### src/rtl/sync_tx.sv
module sync_tx #(
  parameter int DATA_W  = 8,
  parameter int SYNC_W  = 8,
  parameter int SHORT_W = 6
) (
  input  logic              clk,
  input  logic              rst_n,
  input  logic              enable,
  input  logic              bit_en,
  input  logic [1:0]        sync_mode,
  input  logic [SYNC_W-1:0] sync_lo,
  input  logic [SYNC_W-1:0] sync_hi,
  input  logic [DATA_W-1:0] data_in,
  input  logic              data_valid,
  output logic              data_ready,
  output logic              txd
);
  localparam int SHW = (2*SYNC_W > DATA_W) ? 2*SYNC_W : DATA_W;
  localparam int CW  = $clog2(SHW + 1);

  logic [SHW-1:0] shreg;
  logic [CW-1:0]  cnt;
  logic           started;
  logic           txd_q;
  logic [SHW-1:0] pat, load_word;
  logic [CW-1:0]  pat_len, load_len;

  wire boundary  = (cnt == '0);
  assign data_ready = enable && started && bit_en && boundary;
  wire take_data = data_ready && data_valid;
  assign txd = txd_q;

  always_comb begin
    case (sync_mode)
      2'b01: begin
        pat     = SHW'(sync_lo[SHORT_W-1:0]);
        pat_len = CW'(SHORT_W);
      end
      2'b10: begin
        pat     = SHW'({sync_hi, sync_lo});
        pat_len = CW'(2*SYNC_W);
      end
      default: begin
        pat     = SHW'(sync_lo);
        pat_len = CW'(SYNC_W);
      end
    endcase
  end

  assign load_word = take_data ? SHW'(data_in) : pat;
  assign load_len  = take_data ? CW'(DATA_W) : pat_len;

  always_ff @(posedge clk) begin
    if (!rst_n || !enable) begin
      txd_q   <= 1'b1;
      cnt     <= '0;
      started <= 1'b0;
      shreg   <= '0;
    end else if (bit_en) begin
      if (boundary) begin
        txd_q   <= load_word[0];
        shreg   <= load_word >> 1;
        cnt     <= load_len - CW'(1);
        started <= 1'b1;
      end else begin
        txd_q <= shreg[0];
        shreg <= shreg >> 1;
        cnt   <= cnt - CW'(1);
      end
    end
  end

  a_r1_idle_high: assert property (@(posedge clk) disable iff (!rst_n)
    !enable |=> txd);

  a_r2_first_is_sync: assert property (@(posedge clk) disable iff (!rst_n)
    (enable && !started) |-> !data_ready);

  a_r6_first_data_bit: assert property (@(posedge clk) disable iff (!rst_n)
    (data_valid && data_ready) |=> (txd == $past(data_in[0])));

  a_r9_change_on_bit: assert property (@(posedge clk) disable iff (!rst_n)
    (enable && !bit_en) |=> $stable(txd));
endmodule

### config.mk
export PLATFORM = sky130hd
export DESIGN_NAME = sync_tx
export DESIGN_NICKNAME = d
export VERILOG_FILES = /design/src/rtl/sync_tx.sv
export SDC_FILE = /design/constraint.sdc
export NUM_CORES = 1
export LEC_CHECK = 0
export ABC_AREA = 1
export BUFFER_PORTS_ARGS = -buffer_cell sky130_fd_sc_hd__buf_4
export CORE_MARGIN = 4
export CORE_UTILIZATION = 45
export DETAILED_ROUTE_END_ITERATION = 6
export PLACE_DENSITY = 0.73
export SYNTH_ARGS = -nofsm -noshare
export SYNTH_HDL_FRONTEND = slang
export SYNTH_SLANG_ARGS = --single-unit
### constraint.sdc
create_clock -name clk -period 1.7 [get_ports clk]
set_clock_uncertainty 0.2 [all_clocks]
set_input_delay 0.425 -clock clk [delete_from_list [all_inputs] [get_ports clk]]
set_output_delay 0.425 -clock clk [all_outputs]
set_load 0.02 [all_outputs]
# Word-level counts from Yosys, hierarchy flattened
# Cells that the tools add are included.
classes:
  add_sub_neg: 2
  n_eq_ne: 2
  mux: 7
  reduce_logical: 9
ops:
  columns: ["cell", "n"]
  rows:
  - ["16-bit case mux with 2 select lines", 1]
  - ["16-bit two-way mux", 1]
  - ["15-bit two-way mux", 1]
  - ["5-bit two-way mux", 2]
  - ["5-bit case mux with 2 select lines", 1]
  - ["5-bit by 1-bit subtractor with 5-bit output, second input constant", 2]
  - ["5-bit zero test", 1]
  - ["1-bit logical AND", 4]
  - ["2-bit by 1-bit == test with 1-bit output, second input constant", 1]
  - ["2-bit == test, second input constant", 1]
  - ["1-bit zero test", 2]
  - ["2-bit AND reduction", 1]
  - ["1-bit logical OR", 1]
  - ["1-bit two-way mux", 1]
totals:
  regBits: 23
  output_inout_bits: 2

# Longest topological paths before layout
# Gate-level depths: netlist of the first run.
logic_depth:
  word_depth: 7
  ltp_mapped: 12
  mapped_depth_nobuf: 12

# Least setup slack after synthesis of the first run
# OpenSTA, ideal clock, no wires.
synth_timing:
  path_type: "in2reg"
  start: "in enable"
  end: "reg cnt[4]"
  t_arrival_ns: 1.491
  setup_slack_ns: -0.103
  cell_stages: 10
  cell_sequence: "nand3_1 -> o211ai_1 -> nand2_1 -> inv_1 -> ha_1 -> nand3_1 -> nor2_1 -> nand2_1 -> nand2_1 -> nor2_1"
synth_between:
  elab_chain_len: 7
  elab_cells_between_ends: 9
  cone_classes: "add/sub: 1; mux: 2; reduce/logical: 6"
synth_rtl:
  columns: ["element", "line_no", "rtl"]
  rows:
  - ["start, declared", "8", "input logic enable,"]
  - ["1-bit logical AND (3 in series)", "29", "assign data_ready = enable && started && bit_en && boundary;"]
  - ["1-bit logical AND", "30", "wire take_data = data_ready && data_valid;"]
  - ["5-bit two-way mux", "51", "assign load_len = take_data ? CW'(DATA_W) : pat_len;"]
  - ["5-bit by 1-bit subtractor with 5-bit output", "63", "cnt <= load_len - CW'(1);"]
  - ["5-bit two-way mux", "60", "if (boundary) begin"]
  - ["end signal, assigned", "63", null]
  - ["end signal, assigned", "68", "cnt <= cnt - CW'(1);"]
  - ["end, declared", "22", "logic [CW-1:0] cnt;"]
# Several ways; a longest one is shown, not always the timed one.
# A chain may end at the register's enable or synchronous reset.

# Worst setup path in the final report of the first run
layout_timing:
  start: "reg cnt[0]"
  end: "out data_ready"
layout_between:
  elab_chain_len: 2
layout_rtl:
  columns: ["element", "line_no", "rtl"]
  rows:
  - ["5-bit zero test", "28", "wire boundary = (cnt == '0);"]
  - ["1-bit logical AND", "29", null]
  - ["end, declared", "15", "output logic data_ready,"]
# No other way between the ends.

==> results of run 1 <==
## final timing paths
path	start	cells past startpoint	endpoint
setup / recovery	cnt[0]	5	data_ready
hold / removal	sync_hi[2]	3	shreg[9]
setup reg to reg	cnt[0]	13	cnt[4]
hold reg to reg	shreg[14]	2	shreg[14]
## metal layers
layer | up-vias | track usage | wire [um] | share of wire
met4 | 0 | 0.0823 | 72 | 0.020
met2 | 48 | 0.389 | 2000 | 0.55
met5 | - | 0 | 0 | 0
li1 | 699 | - | - | -
met3 | 11 | 0.0259 | 171 | 0.047
met1 | 690 | 0.226 | 1400 | 0.39
## power groups by stage
stage,registers [mW],logic [mW],clock network (mW)
after global placement,0.561,0.323,0
final,0.554,0.436,0.402
after floorplan,0.561,0.184,0
after global routing,0.556,0.475,0.437
after CTS,0.553,0.373,0.409
after detailed placement,0.563,0.331,0
## metrics by stage
| step | utilization | hold slack (ns) | power (mW) | cell area (um^2) | std cells |
|---|---|---|---|---|---|
| 2_1_floorplan | - | 0.244 | 0.745 | 1230 | 175 |
| 3_3_place_gp | 0.636 | 0.251 | 0.885 | 1610 | 247 |
| 3_5_place_dp | 0.636 | 0.264 | 0.894 | 1610 | 247 |
| 4_1_cts | 0.696 | 0.168 | 1.34 | 1760 | 257 |
| 5_1_grt | 0.749 | 0.153 | 1.47 | 1890 | 260 |
| 6_report | 0.749 | 0.168 | 1.39 | 1890 | 260 |
## logic make-up (layout without fill, tap and decap cells)
logic type / after synthesis / count (layout) / share of synthesized area
compound gates: 71 / 71 / 0.304
fa+ha+maj: 4 / 4 / 0.0413
buf+inv: 32 / 87 / 0.106
flops: 22 / 22 / 0.363
simple gates: 46 / 46 / 0.185
## layout by cell type (no fill, tap or decap)
cell / count
a21oi_1: 27
a21oi_2: 14
a31oi_1: 1
buf_4: 55
buf_6: 5
bufinv_16: 1
clkbuf_4: 3
dfxtp_1: 19
dfxtp_2: 3
ha_1: 3
ha_4: 1
inv_1: 20
inv_2: 2
inv_4: 1
nand2_1: 18
nand2_2: 1
nand2_8: 1
nand3_1: 4
nand3_2: 7
nand3_4: 2
nand4_1: 1
nor2_1: 4
nor2_2: 2
nor2_4: 6
o211ai_1: 2
o21ai_0: 19
o21ai_1: 8
## critical path, cell delays in order (launching register included)
cell     delay [ns]
dfxtp_2        0.36
nor2_4         0.14
buf_6          0.12
nand3_4        0.07
nor2_4         0.10
buf_6          0.12
## repair_timing
item,in CTS,in global routing
endpoints found under the setup margin,13,21
gates cloned,0,0
pin swaps,9,14
gates resized for setup,16,34
buffers inserted,7,3
## sequential cells by signal, indices dropped and copies added, names as in the netlist
register	flops
cnt	5
started	1
txd	1
shreg	15
## final cells by class
| type | instances | share of cell area |
|---|---|---|
| Sequential cell | 22 | 0.235 |
| Tap cell | 30 | 0.0199 |
| Timing Repair Buffer | 60 | 0.248 |
| Clock inverter | 1 | 0.0159 |
| Clock buffer | 3 | 0.0119 |
| Inverter | 23 | 0.0470 |
| Multi-Input combinational cell | 121 | 0.422 |
==> summary.md, run 1 <==
| Metric | Value |
|---|---|
| Crit path DAT | 1.21 ns |
| Std cell rows | 18 |
| Count leader, synth | a21oi_1 |
| Most used DFF post-synth | dfxtp_1 |
| Worst slew margin | 0.820 |
| Post-Syn Nets | 210 |
| Mean Syn Cell Area | 6.93 um^2 |
| Synth area leaders | dfxtp_1 (36%), a21oi_1 (16%), o21ai_0 (10%), inv_1 (7.1%), nand2_1 (5.9%) |
| Post-DRT Antenna Nets | 0 |
| CP endpoint kind | output pin |
| Cell taking the most area after synthesis | dfxtp_1 |
| Routed via count | 1,448 |
| Required time of the critical path | 1.07 ns |
| Largest net degree at the start of global routing | 23 |
| Reg-to-reg slack, setup | -0.06 ns |
| FILL cells | 193 |
| Initial antenna violation count | 0 |
| Clock Power Share | 0.289 |
| Final Hold Viols | 0 |
| Ant. Diodes | 0 |
| Fmax | 544 MHz |
| Status | finished, violations left |
| WL/cell | 14.0 um |
| Total gr overflow | 0 |
| DP Worst Slack | -0.150 ns |
| Multi-input combinational cell area | 797 um^2 |
| Initial Util | 0.481 |
| Post-route clock period utilization | 1.08 |
| Maximum root-to-sink buffer count | 2 |
| Pleak | 0.853 nW |
| Residual DRC count | 0 |
| Core ar. | 2520 um^2 |
| Ys async rst share | 0 |
| Clock latency at the later pin of the worst-skew pair | 0.30 ns |
| CTS clk-pin slew, worst paths | 0.13 ns |
| Die Footprint | 3590 um^2 |
| Sw Share | 0.296 |
| Startpoint types | flip-flop |
| Worst vdd ir | 0.695 mV |
| Register area | 444 um^2 |
| DRT iter0 DRCs | 54 |
| Comb pwr share | 0.313 |
| Final min period | 1.84 ns |
| Internal power | 980 uW |
| Post-synth EDFFs | 0 |
| DRT Pass-1 Iters | 4 |
| Port bufs | 32 |
| WS Path Type | reg2out |
| Layout cell share with drive strength beyond 1 | 0.452 |
| Max cap viols | 0 |
| Switching power | 413 uW |
| Final WL | 3650 um |
| Layout Nets | 266 |
| Synth top area share | 0.363 |
| CTS buffer count | 3 |
| Worst hold path type | in2reg |
| PD cells | 737 nW/um^2 |
| First-pass GRT wire length | 5780 um |
| Total Routing Usage GR | 0.205 |
| Synth Instances | 175 |
| DR vias/cell | 5.57 |
| CTS Sinks | 22 |
| Chip width | 59.9 um |
| CP max FO | 2 |
| Io pins | 33 |
| RSZ-0062 raised after global routing | yes |
| Final setup violation count | 8 |
| Post-Syn Area | 1210 um^2 |
| Hold buffer count at CTS | 0 |
| Placer congestion estimate | 0.864 |
| Slew Viols, Final | 0 |
| Yosys warns | 0 |
| Final WS setup | -0.137 ns |
| H-tree depth | 1 |
| CTS tree | done |
| Number of global-route vias before repair | 1,415 |
| Chip height | 59.9 um |
| Area growth syn-to-layout | 55.8% |
| Distinct cell type count after synthesis | 21 |
| Failing checks | setup timing |
| CTS Root Cell | clkbuf_4 |
| Post-DP HPWL | 2390 um |
| Slew at the pin with the worst max-slew slack | 0.268 ns |
| Sequential share of power | 0.398 |
| Most common library cells after synthesis | a21oi_1 (39), o21ai_0 (25), inv_1 (23), dfxtp_1 (22), nand2_1 (19) |
| Post-synthesis sequential area ratio | 0.363 |
| Seq cells post-synth | 22 |
| Final TNS setup | -0.245 ns |
(Power assumes the default switching activity.)
==> inputs of run 2 (changes only) <==
--- a/config.mk
+++ b/config.mk
@@ -8,9 +8,9 @@
 export ABC_AREA = 1
 export BUFFER_PORTS_ARGS = -buffer_cell sky130_fd_sc_hd__buf_4
 export CORE_MARGIN = 4
-export CORE_UTILIZATION = 45
+export CORE_UTILIZATION = 46
 export DETAILED_ROUTE_END_ITERATION = 6
-export PLACE_DENSITY = 0.73
+export PLACE_DENSITY = 0.74
 export SYNTH_ARGS = -nofsm -noshare
 export SYNTH_HDL_FRONTEND = slang
 export SYNTH_SLANG_ARGS = --single-unit
==> run 2 against run 1 <==
Against the previous run:
- worst hold slack worse by 0.011 ns
- critical path type unchanged
- critical path depth unchanged
- the flow still finishes with violations (setup timing)
- maximum frequency up 0.47%
==> summary.md, run 2 (synthesized netlist as in run 1, its figures left out) <==
| Metric | Value |
|---|---|
| H-tree depth | 1 (unchanged) |
| Dpl cells | 246 (-0.40%) |
| CP max stage cell | dfxtp_4 |
| Number of global-route vias before repair | 1,344 (-5.0%) |
| Placer congestion estimate | 0.829 (-4.0%) |
| Total Routing Usage GR | 0.205 (-0.000816) |
| CTS Sinks | 22 (unchanged) |
| Slew Viols, Final | 0 (unchanged) |
| Worst slew margin | 0.811 (-0.00907) |
| Initial antenna violation count | 0 (unchanged) |
| Final Core Density | 0.710 (-0.0388) |
| CP endpoint kind | output pin |
| WL/cell | 13.5 um (-3.4%) |
| Comb pwr share | 0.285 (-0.028) |
| Failing checks | setup timing |
| Final min period | 1.83 ns (-0.00860 ns) |
| Hold buffer count at CTS | 0 (unchanged) |
| Setup crit start | cnt[1] |
| Clock Power Share | 0.304 (+0.015) |
| Clock latency at the later pin of the worst-skew pair | 0.31 ns (about the same) |
| DR vias/cell | 5.41 (-2.9%) |
| Initial Util | 0.485 (+0.00433) |
| Area growth syn-to-layout | 46.4% |
| Most frequent cells in the layout | buf_4 (49), a21oi_1 (35), inv_1 (21), o21ai_0 (21) |
| Max cap viols | 0 (unchanged) |
| DRT Pass-1 Iters | 4 (unchanged) |
| Internal power | 953 uW (-2.7%) |
| First-pass GRT wire length | 5510 um (-4.7%) |
| RR Endpoint | shreg[0] |
| Worst hold path type | in2reg |
| Sw Share | 0.292 (-0.00460) |
| Total gr overflow | 0 (unchanged) |
| Max FFs per register | 15 (unchanged) |
| Required time of the critical path | 1.07 ns (about the same) |
| PD cells | 758 nW/um^2 (+2.9%) |
| Final Hold Viols | 0 (unchanged) |
| CTS clk-pin slew, worst paths | 0.13 ns (about the same) |
| Final WL | 3430 um (-6.0%) |
| CTS buffer count | 3 (unchanged) |
| DR top layer | met4 |
| R2R Path Start | cnt[1] |
| Layout Cells excl Fill | 253 (-2.7%) |
| Top reg by flops | shreg |
| Layout Nets | 259 (-2.6%) |
| Chip height | 59.3 um (-0.94%) |
| Startpoint types | flip-flop |
| Post-DRT Antenna Nets | 0 (unchanged) |
| R2R depth | 10 (-3) |
| Post-route clock period utilization | 1.08 (-0.00506) |
| Pleak | 0.820 nW (-4.0%) |
| Die Footprint | 3520 um^2 (-1.9%) |
| Reg-to-reg slack, setup | -0.03 ns (+0.03 ns) |
| CTS tree | done |
| Post-DP HPWL | 2420 um (+1.4%) |
| Slew at the pin with the worst max-slew slack | 0.282 ns (+0.0135 ns) |
| Commonest non-fill, non-tap cell in the layout | buf_4 |
| Sequential share of power | 0.411 (+0.013) |
| WS Path Type | reg2out |
| Hold slack final | 0.157 ns (-0.0107 ns) |
| Top flop regs | shreg: 15 flops, cnt: 5 flops |
| Fmax | 547 MHz (+0.47%) |
| Wire length on met1 | 1360 um (-3.1%) |
| Crit path DAT | 1.20 ns (about the same) |
| DP Worst Slack | -0.166 ns (-0.0154 ns) |
| Status | finished, violations left |
| Worst vdd ir | 0.750 mV (+8.0%) |
| Port bufs | 32 (unchanged) |
| RSZ-0062 raised after global routing | yes |
| Cells along the critical path | nor2_4 > buf_6 > nand3_4 > nor2_4 > buf_6 |
| Ant. Diodes | 0 (unchanged) |
| Std cell rows | 18 (unchanged) |
| CTS Root Cell | clkbuf_4 |
| Met3 wire len | 167 um (-2.3%) |
| Switching power | 393 uW (-4.8%) |
| Critical Path Max Stage Delay | 0.39 ns (+0.03 ns) |
| Largest net degree at the start of global routing | 23 (unchanged) |
| Chip width | 59.3 um (-0.94%) |
| Residual DRC count | 0 (unchanged) |
| Final setup violation count | 7 (-1) |
| CP max FO | 3 (+1) |
| Io pins | 33 (unchanged) |
| Final WS setup | -0.128 ns (+0.00860 ns) |
| Routed via count | 1,368 (-5.5%) |
| DRT iter0 DRCs | 55 (+1.9%) |
| Met2 wire len | 1810 um (-9.5%) |
| Core ar. | 2500 um^2 (-0.89%) |
| Layout cell share with drive strength beyond 1 | 0.386 (-0.0665) |
| Maximum root-to-sink buffer count | 2 (unchanged) |
| Critical Path End | data_ready |
-- run 2: how the worst min path moves through the flow --
stage	start	to	slack, ns	cells past startpoint
6_report	sync_hi[4]	shreg[11]	0.16	3
5_1_grt	sync_hi[4]	shreg[11]	0.14	3
4_1_cts	sync_hi[5]	shreg[12]	0.17	3
3_5_place_dp	txd	txd	0.26	2
3_3_place_gp	shreg[14]	shreg[14]	0.25	2
2_1_floorplan	shreg[14]	shreg[14]	0.24	2
-- run 2: critical path, delay by kind of cell (launching register included) --
family,cells,cell delay [ns]
DFF,1,0.39
and+or+nand+nor,3,0.26
buffers and inverters,2,0.23
-- run 2: cell type report --
cell class,instances,area (um^2)
multi-input cells,121,724
well taps,30,37.5
inverters,23,86.3
clock inverters,1,30.0
clock buffers,3,22.5
repair buffers,53,425
flip-flops and latches,22,449
fillers,214,724
-- run 2: power by group through the flow --
stage               registers (mW)  clock network, mW  logic [mW]
floorplan                    0.561                  0       0.184
global placement             0.561                  0       0.319
detailed placement           0.562                  0       0.328
CTS                          0.553              0.411       0.352
global route                 0.555              0.432       0.425
finish                       0.553              0.409       0.384
-- run 2: routing by layer --
layer | up-vias | global-route usage
li1 | 682 | -
met1 | 633 | 0.240
met2 | 43 | 0.346
met3 | 10 | 0.0436
met4 | 0 | 0.107
met5 | - | 0
-- run 2: per-stage QoR --
step                      power [mW]  TNS [ns]  cell area [um^2]
after floorplan                0.745   -0.0339              1230
after detailed placement       0.891     -1.66              1610
after CTS                       1.32    -0.185              1710
after global routing            1.41     -1.27              1780
after global placement         0.880    -0.901              1610
final                           1.35    -0.201              1780
-- run 2: what timing repair did --
action | 4_1_cts | 5_1_grt
resized for setup | 11 | 21
setup buffers | 2 | 1
pin swaps | 3 | 6
setup endpoints to repair | 12 | 15
